--- src/rtl/serprog_pkg.sv ---
`timescale 1ns/1ps
// Package: shared sizes and reset values of the serial register port.
// Assumes 11-bit registers; reset values are built field by field.
package serprog_pkg;

    localparam int CFG_DATA_W = 11;
    localparam int CFG_ADDR_W = 3;
    localparam int CFG_NREGS  = 7;

    // Power-up value of register idx, composed from its fields (MSB first)
    function automatic logic [CFG_DATA_W-1:0] reg_default(input int idx);
        logic [CFG_DATA_W-1:0] v;
        case (idx)
            0: v = 11'h04F;                         // feedback modulus 80
            1: v = 11'h003;                         // sync pulse low state
            2: v = 11'h006;                         // sync pulse high state
            3: v = {1'b0, 10'h013};                 // edge polarity, ref modulus 20
            4: v = {1'b1, 1'b0, 1'b1, 1'b1, 1'b1, 3'd3, 3'd4};
            5: v = {1'b1, 1'b0, 1'b1, 2'd3, 2'd0, 1'b0, 1'b0, 1'b0, 1'b1};
            6: v = {1'b0, 1'b0, 1'b0, 1'b0, 1'b1, 1'b0, 1'b0, 1'b0, 3'd7};
            default: v = '0;
        endcase
        return v;
    endfunction

endpackage

--- src/rtl/serprog_framer.sv ---
`timescale 1ns/1ps
// Module: frame tracker. Watches select on each rising serial clock edge,
// flags the first bit of a frame and the closing edge, and counts frame bits.
// Assumes select is sampled only on sclk rising edges.
module serprog_framer #(
    parameter int FRAME_W = 15
) (
    input  logic sclk,
    input  logic rst_n,
    input  logic sel_n,
    output logic shift_en,
    output logic close_edge,
    output logic frame_full
);
    localparam int CNT_W   = $clog2(FRAME_W + 2);
    localparam int CNT_SAT = FRAME_W + 1;

    logic             sel_q;
    logic [CNT_W-1:0] bit_cnt;
    logic             frame_start;

    assign shift_en    = !sel_n;
    assign frame_start = !sel_n && sel_q;
    assign close_edge  = sel_n && !sel_q;
    assign frame_full  = (bit_cnt == CNT_W'(FRAME_W));

    // Purpose: remember the select level sampled on the previous edge
    always_ff @(posedge sclk) begin
        if (!rst_n) sel_q <= 1'b1;
        else        sel_q <= sel_n;
    end

    // Purpose: count bits of the current frame, restarting at each frame start
    always_ff @(posedge sclk) begin
        if (!rst_n)
            bit_cnt <= '0;
        else if (frame_start)
            bit_cnt <= CNT_W'(1);
        else if (shift_en && bit_cnt != CNT_W'(CNT_SAT))
            bit_cnt <= bit_cnt + CNT_W'(1);
    end

endmodule

--- src/rtl/serprog_shifter.sv ---
`timescale 1ns/1ps
// Module: frame shift register and read-out driver. Shifts toward bit 0,
// new bits enter at the top; on a read commit it is reloaded with
// {pad, data, address} and bit 0 drives the data line while enabled.
module serprog_shifter #(
    parameter int DATA_W = 11,
    parameter int ADDR_W = 3
) (
    input  logic                      sclk,
    input  logic                      rst_n,
    input  logic                      shift_en,
    input  logic                      load_rd,
    input  logic                      release_oe,
    input  logic                      sdata_in,
    input  logic [ADDR_W-1:0]         rd_addr,
    input  logic [DATA_W-1:0]         rd_data,
    output logic [DATA_W+ADDR_W:0]    frame,
    output logic                      sdata_out,
    output logic                      sdata_oe
);
    localparam int FRAME_W = DATA_W + ADDR_W + 1;

    logic [FRAME_W-1:0] sr;
    logic               oe_q;

    // Purpose: capture host bits, or reload and shift out read-back data
    always_ff @(posedge sclk) begin
        if (!rst_n)
            sr <= '0;
        else if (load_rd)
            sr <= {1'b0, rd_data, rd_addr};
        else if (shift_en)
            sr <= {(oe_q ? 1'b0 : sdata_in), sr[FRAME_W-1:1]};
    end

    // Purpose: own the data line from read commit until read-out frame closes
    always_ff @(posedge sclk) begin
        if (!rst_n)          oe_q <= 1'b0;
        else if (load_rd)    oe_q <= 1'b1;
        else if (release_oe) oe_q <= 1'b0;
    end

    assign frame     = sr;
    assign sdata_out = oe_q & sr[0];
    assign sdata_oe  = oe_q;

endmodule

--- src/rtl/serprog_regbank.sv ---
`timescale 1ns/1ps
// Module: configuration register bank with power-up values from the package.
// Addresses at or above NUM_REGS hold nothing: writes drop, reads give zero.
module serprog_regbank
    import serprog_pkg::*;
#(
    parameter int DATA_W   = 11,
    parameter int ADDR_W   = 3,
    parameter int NUM_REGS = 7
) (
    input  logic                       sclk,
    input  logic                       rst_n,
    input  logic                       wr_en,
    input  logic [ADDR_W-1:0]          addr,
    input  logic [DATA_W-1:0]          wdata,
    output logic [DATA_W-1:0]          rdata,
    output logic [NUM_REGS*DATA_W-1:0] regs_flat
);
    logic [DATA_W-1:0] regs [NUM_REGS];

    for (genvar g = 0; g < NUM_REGS; g++) begin : g_reg
        // Purpose: hold register g, loading its default in reset
        always_ff @(posedge sclk) begin
            if (!rst_n)
                regs[g] <= DATA_W'(reg_default(g));
            else if (wr_en && addr == ADDR_W'(g))
                regs[g] <= wdata;
        end
        assign regs_flat[g*DATA_W +: DATA_W] = regs[g];
    end

    // Purpose: read mux with zero for unpopulated addresses
    always_comb begin
        rdata = '0;
        for (int i = 0; i < NUM_REGS; i++)
            if (addr == ADDR_W'(i)) rdata = regs[i];
    end

endmodule

--- src/rtl/serprog_slave.sv ---
`timescale 1ns/1ps
// Module: three-pin serial register port (top). A 15-bit frame is sampled
// while sel_n is low; the first edge with sel_n high commits it. A read
// commit turns the port into a talker for the following frame.
// Assumes sclk is the only clock and rst_n is synchronous to it.
module serprog_slave
    import serprog_pkg::*;
#(
    parameter int DATA_W   = CFG_DATA_W,
    parameter int ADDR_W   = CFG_ADDR_W,
    parameter int NUM_REGS = CFG_NREGS
) (
    input  logic                       sclk,
    input  logic                       rst_n,
    input  logic                       sel_n,
    input  logic                       sdata_in,
    output logic                       sdata_out,
    output logic                       sdata_oe,
    output logic [NUM_REGS*DATA_W-1:0] cfg_regs
);
    localparam int FRAME_W = 1 + ADDR_W + DATA_W;
    localparam int FLAT_W  = NUM_REGS * DATA_W;

    logic               shift_en, close_edge, frame_full;
    logic               commit, wr_en, load_rd, release_oe;
    logic [FRAME_W-1:0] frame;
    logic               rw_flag;
    logic [ADDR_W-1:0]  f_addr;
    logic [DATA_W-1:0]  f_data, rd_data;

    serprog_framer #(.FRAME_W(FRAME_W)) framer_i (
        .sclk(sclk), .rst_n(rst_n), .sel_n(sel_n),
        .shift_en(shift_en), .close_edge(close_edge), .frame_full(frame_full)
    );

    // Frame field split: flag at bit 0, address next, data on top
    assign rw_flag = frame[0];
    assign f_addr  = frame[ADDR_W:1];
    assign f_data  = frame[FRAME_W-1:ADDR_W+1];

    // Purpose: decide what the closing edge does
    always_comb begin
        commit     = close_edge && !sdata_oe && frame_full;
        wr_en      = commit && !rw_flag;
        load_rd    = commit && rw_flag;
        release_oe = close_edge && sdata_oe;
    end

    serprog_shifter #(.DATA_W(DATA_W), .ADDR_W(ADDR_W)) shifter_i (
        .sclk(sclk), .rst_n(rst_n), .shift_en(shift_en), .load_rd(load_rd),
        .release_oe(release_oe), .sdata_in(sdata_in), .rd_addr(f_addr),
        .rd_data(rd_data), .frame(frame), .sdata_out(sdata_out),
        .sdata_oe(sdata_oe)
    );

    serprog_regbank #(.DATA_W(DATA_W), .ADDR_W(ADDR_W), .NUM_REGS(NUM_REGS)) bank_i (
        .sclk(sclk), .rst_n(rst_n), .wr_en(wr_en), .addr(f_addr),
        .wdata(f_data), .rdata(rd_data), .regs_flat(cfg_regs)
    );

endmodule

--- config.mk ---
export PLATFORM = sky130hd
export DESIGN_NAME = serprog_slave
export DESIGN_NICKNAME = d
export VERILOG_FILES = /design/src/rtl/serprog_pkg.sv /design/src/rtl/serprog_framer.sv /design/src/rtl/serprog_shifter.sv /design/src/rtl/serprog_regbank.sv /design/src/rtl/serprog_slave.sv
export SDC_FILE = /design/constraint.sdc
export NUM_CORES = 1
export LEC_CHECK = 0
export BUFFER_PORTS_ARGS = -buffer_cell sky130_fd_sc_hd__buf_2
export CORE_UTILIZATION = 43
export DETAILED_ROUTE_END_ITERATION = 12
export PLACE_DENSITY = 0.73
export SLEW_MARGIN = 20
export SYNTH_ARGS = -nofsm -noshare
export SYNTH_HDL_FRONTEND = slang
export SYNTH_HIERARCHICAL = 1
export SYNTH_SLANG_ARGS = --single-unit
--- constraint.sdc ---
create_clock -name sclk -period 6.1 [get_ports sclk]
set_clock_uncertainty 0.05 [all_clocks]
set_input_delay 0.61 -clock sclk [delete_from_list [all_inputs] [get_ports sclk]]
set_output_delay 0.61 -clock sclk [all_outputs]
set_load 0.01 [all_outputs]
; Word level (Yosys, flattened, before mapping)
; Memory sizes are Yosys's and may differ from the RTL's.
; Index checks and enable logic that the tools add are counted.
[word_totals]
ff_bits = 22
ram_bits = 77
in_bits = 4
output_inout_bits = 79
n_memories = 1
[op_classes]
add_sub_neg = 1
eq_ne = 9
n_mux = 43
bitwise = 9
n_reduce_logical = 24
[mem_list]
columns = memory, words, word_bits, rd, rd_ports_with_merged_regs, wr, line_no
row1 = bank_i.regs, 7, 11, 7, 0, 7, serprog_regbank.sv:19  ; logic [DATA_W-1:0] regs [NUM_REGS];
[op_table]
columns = operator, count
row1 = two-way mux 11 bit, 14
row2 = two-way mux 14 bit, 2
row3 = two-way mux 1 bit, 27
row4 = logical AND 1 bit, 15
row5 = "equality test 3 bit, second input constant", 3
row6 = OR 1 bit, 7
row7 = "equality test 3 x 2 -> 1 bit, second input constant", 2
row8 = "adder 5 x 1 -> 5 bit, second input constant", 1
row9 = "equality test 5 x 4 -> 1 bit, second input constant", 1
row10 = "inequality test 5 bit, second input constant", 1
row11 = logical NOT 1 bit, 4
row12 = nonzero test 2 bit, 2
row13 = OR reduction 2 bit, 2
row14 = "equality test 3 x 1 -> 1 bit, second input constant", 1
row15 = logical NOT 3 bit, 1
row16 = "inequality test 2 x 1 -> 1 bit, second input constant", 1
row17 = AND 1 bit, 1
row18 = inverter 1 bit, 1

; Depth between registers and ports, before layout
[logic_depth]
word_depth = 10
ltp_mapped = 8
mapped_depth_nobuf = 7

; By module
; Netlist, hierarchy kept.
[by_module_without_submodules]
columns = module, n_inst, cells_each, area_per_inst_um2
row1 = serprog_regbank, 1, 290, 3818.7
row2 = serprog_shifter, 1, 71, 829.5
row3 = serprog_framer, 1, 38, 331.6
row4 = serprog_slave, 1, 3, 31.3

; Worst setup path before layout
; OpenSTA, ideal clock, no wires.
[synth_path]
path_kind = register to register
start = register framer_i.bit_cnt[0]
end = memory bank_i.regs[0][0] (enable)
setup_ns = 0.397
t_arrival_ns = 2.126
required_time_ns = 5.653
path_slack_ns = 3.527
path_stages_with_launch = 7
cell_sequence = dfxtp_1 > ha_1 > and3_2 > ha_1 > and4bb_2 > nand2_1 > o31ai_1
[synth_lines]
columns = item, line_no
row1 = "start, declared", serprog_framer.sv:19  ; logic [CNT_W-1:0] bit_cnt;
row2 = "start signal, assigned", serprog_framer.sv:40  ; bit_cnt <= bit_cnt + CNT_W'(1);
row3 = "end, declared", serprog_regbank.sv:19

==> flow_summary_export.csv <==
group,metric,value,unit
final_layout,diodes,0,
critical_path,cp_num_buf_inv,2,
logic_synthesis,synth_top_family_by_area,"simple AND/OR/NAND/NOR gates",
critical_path,cp_cell_sequence,"buf_2, inv_1, nor2_1, and4bb_2, nand3_1, nor3_1, nand2b_1",
global_route,grt_pass1_wl,18100,um
placement,gp_congestion,0.859,
critical_path,r2r_start,"framer_i/bit_cnt[1]$_SDFFE_PP0P_",
drt,firstDrtPassIters,7,
global_route,grt_pass1_vias,3359,
clocking,post-cts-setup-buffer-count,0,
clocking,cts-root-buf,"clkbuf_16",
clocking,cts_tree,"yes",
logic_synthesis,synthFlopType,"edfxtp_1",
logic_synthesis,ys_seq_elements,99,
global_route,grt_util_met2,0.373,
drt,post_drt_wl_per_cell,19.3,um
critical_path,slowest_stage,"nor3_1",
global_route,grt_max_degree,46,
drt,drt-initial-drc-count,233,
critical_path,worstSetupPathType,"in -> reg",
power,leakagePower,2.18,nW
die,num_io_pins,83,
status,status,"finished, final reports clean",
critical_path,r2r_setup_slack,3.21,ns
placement,dp.final_hpwl,8320,um
logic_synthesis,yosys.area_share.simple,0.189,
die,fp.dieH,110,um
die,row_count,39,
timing,drv_slew,0,
clocking,cts_num_sinks,99,
drt,routed_via_density,5.67,
critical_path,cpLargestDelayFamily,"simple AND/OR/NAND/NOR gates",
clocking,h-tree-depth,3,
critical_path,reg2regPathDepth,7,
timing,hold_viol,0,
power,p_comb_frac,0.051,
hold_path,hold_end,"framer_i/bit_cnt[4]$_SDFFE_PP0P_",
power,sw_frac_of_total,0.232,
final_layout,multi_input_comb_area,2050,um2
logic_synthesis,avgSynthCellArea,12.5,um2
critical_path,rr_endpoint,"bank_i/regs[0][3]$_SDFFCE_PN1P_",
critical_path,cp-start-kind,"primary input",
timing,final-setup-viol-count,0,
final_layout,seq_area,2750,um2
logic_synthesis,synth_compound_area_frac,0.128,
drt,postRouteAntennaNets,0,
critical_path,crit_required,6.12,ns
logic_synthesis,syn_nets,409,
timing,tightest_slew,0.981,ns
logic_synthesis,synthMuxAreaShare,0.0841,
global_route,met1_usage,0.246,
hold_path,hp-class,"reg -> reg",
critical_path,max_stage_delay,0.87,ns
power,power.switching,0.319,mW
logic_synthesis,yosysSeqAreaShare,0.549,
logic_synthesis,synth_top_cell_by_area,"edfxtp_1",
clocking,clock_latency,0.35,ns
clocking,holdBufCountCts,0,
power,power.share.clock,0.393,
global_route,grt_use_total,0.207,
die,start_util,0.441,
final_layout,syn2layout_area_growth,14.9,%
die,dieArea,12100,um2
power,seqPwrFrac,0.557,
logic_synthesis,synth_top_cell_area_share,0.461,
global_route,busiest_layer,"met2",
final_layout,final_area,5760,um2
drt,post-route-drc-count,0,
clocking,path_clk_slew,0.07,ns
logic_synthesis,synth_xor_xnor_area_share,0,
logic_synthesis,yosysMostFrequentCell,"edfxtp_1",
timing,period_share,0.494,
drt,via_count,3535,
final_layout,drive_above_1_share,0.318,
logic_synthesis,synthesis.area,5010,um2
clocking,cts-resized-gates,0,
critical_path,arrival,3.04,ns
die,chipWidth,110,um
final_layout,fillers,992,
hold_path,hold_path_depth,2,
placement,placed_area,5480,um2
timing,hold_ws,0.449,ns
timing,timing.setup.tns,0,ns
power,cellInternalPower,1.06,mW
global_route,gr-total-overflow,0,
global_route,gr-usage-met3,0.0225,
timing,rsz0062_at_grt,"false",
power,powerDensity,239,nW/um2
die,design.core.area,11400,um2
logic_synthesis,synth.area.top_cells,"edfxtp_1, dfxtp_1, and2_1, nand2b_1, mux2_2",
logic_synthesis,synth_cell_types,47,
drt,routed_wl,12100,um
logic_synthesis,netlist_top_cells_count,"edfxtp_1, and2_1, nand2b_1",
logic_synthesis,synth_fa_ha_area_frac,0.00749,
logic_synthesis,ys_warn_count,6,
logic_synthesis,async_flop_share,0,
placement,placement.io_buffers,82,
logic_synthesis,netlist_instances,402,
logic_synthesis,synth_edf_count,77,
timing,slew_headroom,0.341,
clocking,cts_made_buffers,9,
run,maxCapViolCount,0,
timing,clock.fmax,332,MHz
critical_path,worstSetupEndpointType,"flop",
timing,fin_crit,3.02,ns
power,peakVddDrop,0.000118,V
final_layout,nNetsFinal,483,
critical_path,crit_fanout,19,
hold_path,min_from,"framer_i/bit_cnt[4]$_SDFFE_PP0P_",
clocking,cts_max_path_buffers,2,
critical_path,cp.depth,7,
global_route,antenna_found_initial,0,
worst min-delay path, stage by stage, from the launching register on:
cell and delay (ns):
dfxtp_1 0.34, nand2_1 0.06, a21oi_1 0.05
metal layers:
metal	wire length [um]	vias to the layer above
met3	470	21
met5	0	-
li1	-	1659
met2	6200	120
met4	325	0
met1	5080	1735
flip-flops by register name (all words and copies together) (netlist names):
name,cells
bank_i/regs,77
shifter_i/sdata_oe,1
framer_i/sel_q,1
framer_i/bit_cnt,5
shifter_i/frame,15
worst max-delay path by stage:
stage                     slack [ns]                              from                              end
after floorplan                 3.53  framer_i/bit_cnt[0]$_SDFFE_PN0P_  bank_i/regs[0][0]$_SDFFCE_PN1P_
after global placement          2.92                             sel_n  bank_i/regs[0][6]$_SDFFCE_PN1P_
after detailed placement        2.75                             sel_n  bank_i/regs[0][2]$_SDFFCE_PN1P_
after CTS                       3.09                             sel_n  bank_i/regs[0][3]$_SDFFCE_PN1P_
after global routing            2.79                             sel_n  bank_i/regs[0][1]$_SDFFCE_PN1P_
final                           3.08                             sel_n  bank_i/regs[0][3]$_SDFFCE_PN1P_
through the flow:
stage                     setup WS [ns]  utilization  std cells  total power [mW]
after global placement             2.92        0.482        608             0.847
after detailed placement           2.75        0.482        608             0.850
after global routing               2.79        0.506        624              1.41
after floorplan                    3.53            -        402             0.813
after CTS                          3.09        0.506        624              1.38
final                              3.08        0.506        624              1.37
logic make-up after synthesis:
| group | after synthesis |
|---|---|
| and+or+nand+nor | 152 |
| DFF | 99 |
| muxes | 36 |
| AOI/OAI and AO/OA | 78 |
| adders and majority gates | 3 |
| buffers and inverters | 34 |
layout make-up:
type,instances,share of cell area
Clock inverter,6,0.00869
Inverter,6,0.00391
Tap cell,143,0.0311
Timing Repair Buffer,91,0.0830
Clock buffer,10,0.0398
Sequential cell,99,0.478
Multi-Input combinational cell,269,0.355
power by group through the flow:
stage          registers, mW  clock network (mW)  logic, mW
3_5_place_dp           0.780                   0     0.0700
5_1_grt                0.767               0.564     0.0770
4_1_cts                0.765               0.541     0.0703
6_report               0.765               0.540     0.0697
2_1_floorplan          0.787                   0     0.0270
3_3_place_gp           0.778                   0     0.0689
cells in the final DEF, fill, tap and decap left out, types with 9 or more instances in the layout:
cell type | synthesis | final
dfxtp_1 | 22 | 21
and2_1 | 50 | 50
o211a_1 | 14 | 14
a21oi_1 | 15 | 15
o32ai_1 | 11 | 11
nor2_1 | 15 | 15
buf_4 | 5 | 9
mux2_2 | 17 | 17
buf_2 | 13 | 82
or3_1 | 17 | 17
nand2b_1 | 41 | 41
mux2i_1 | 11 | 11
clkbuf_16 | 0 | 9
o2bb2ai_1 | 11 | 11
edfxtp_1 | 77 | 77
No activity file was read; power rests on OpenSTA's default activity.
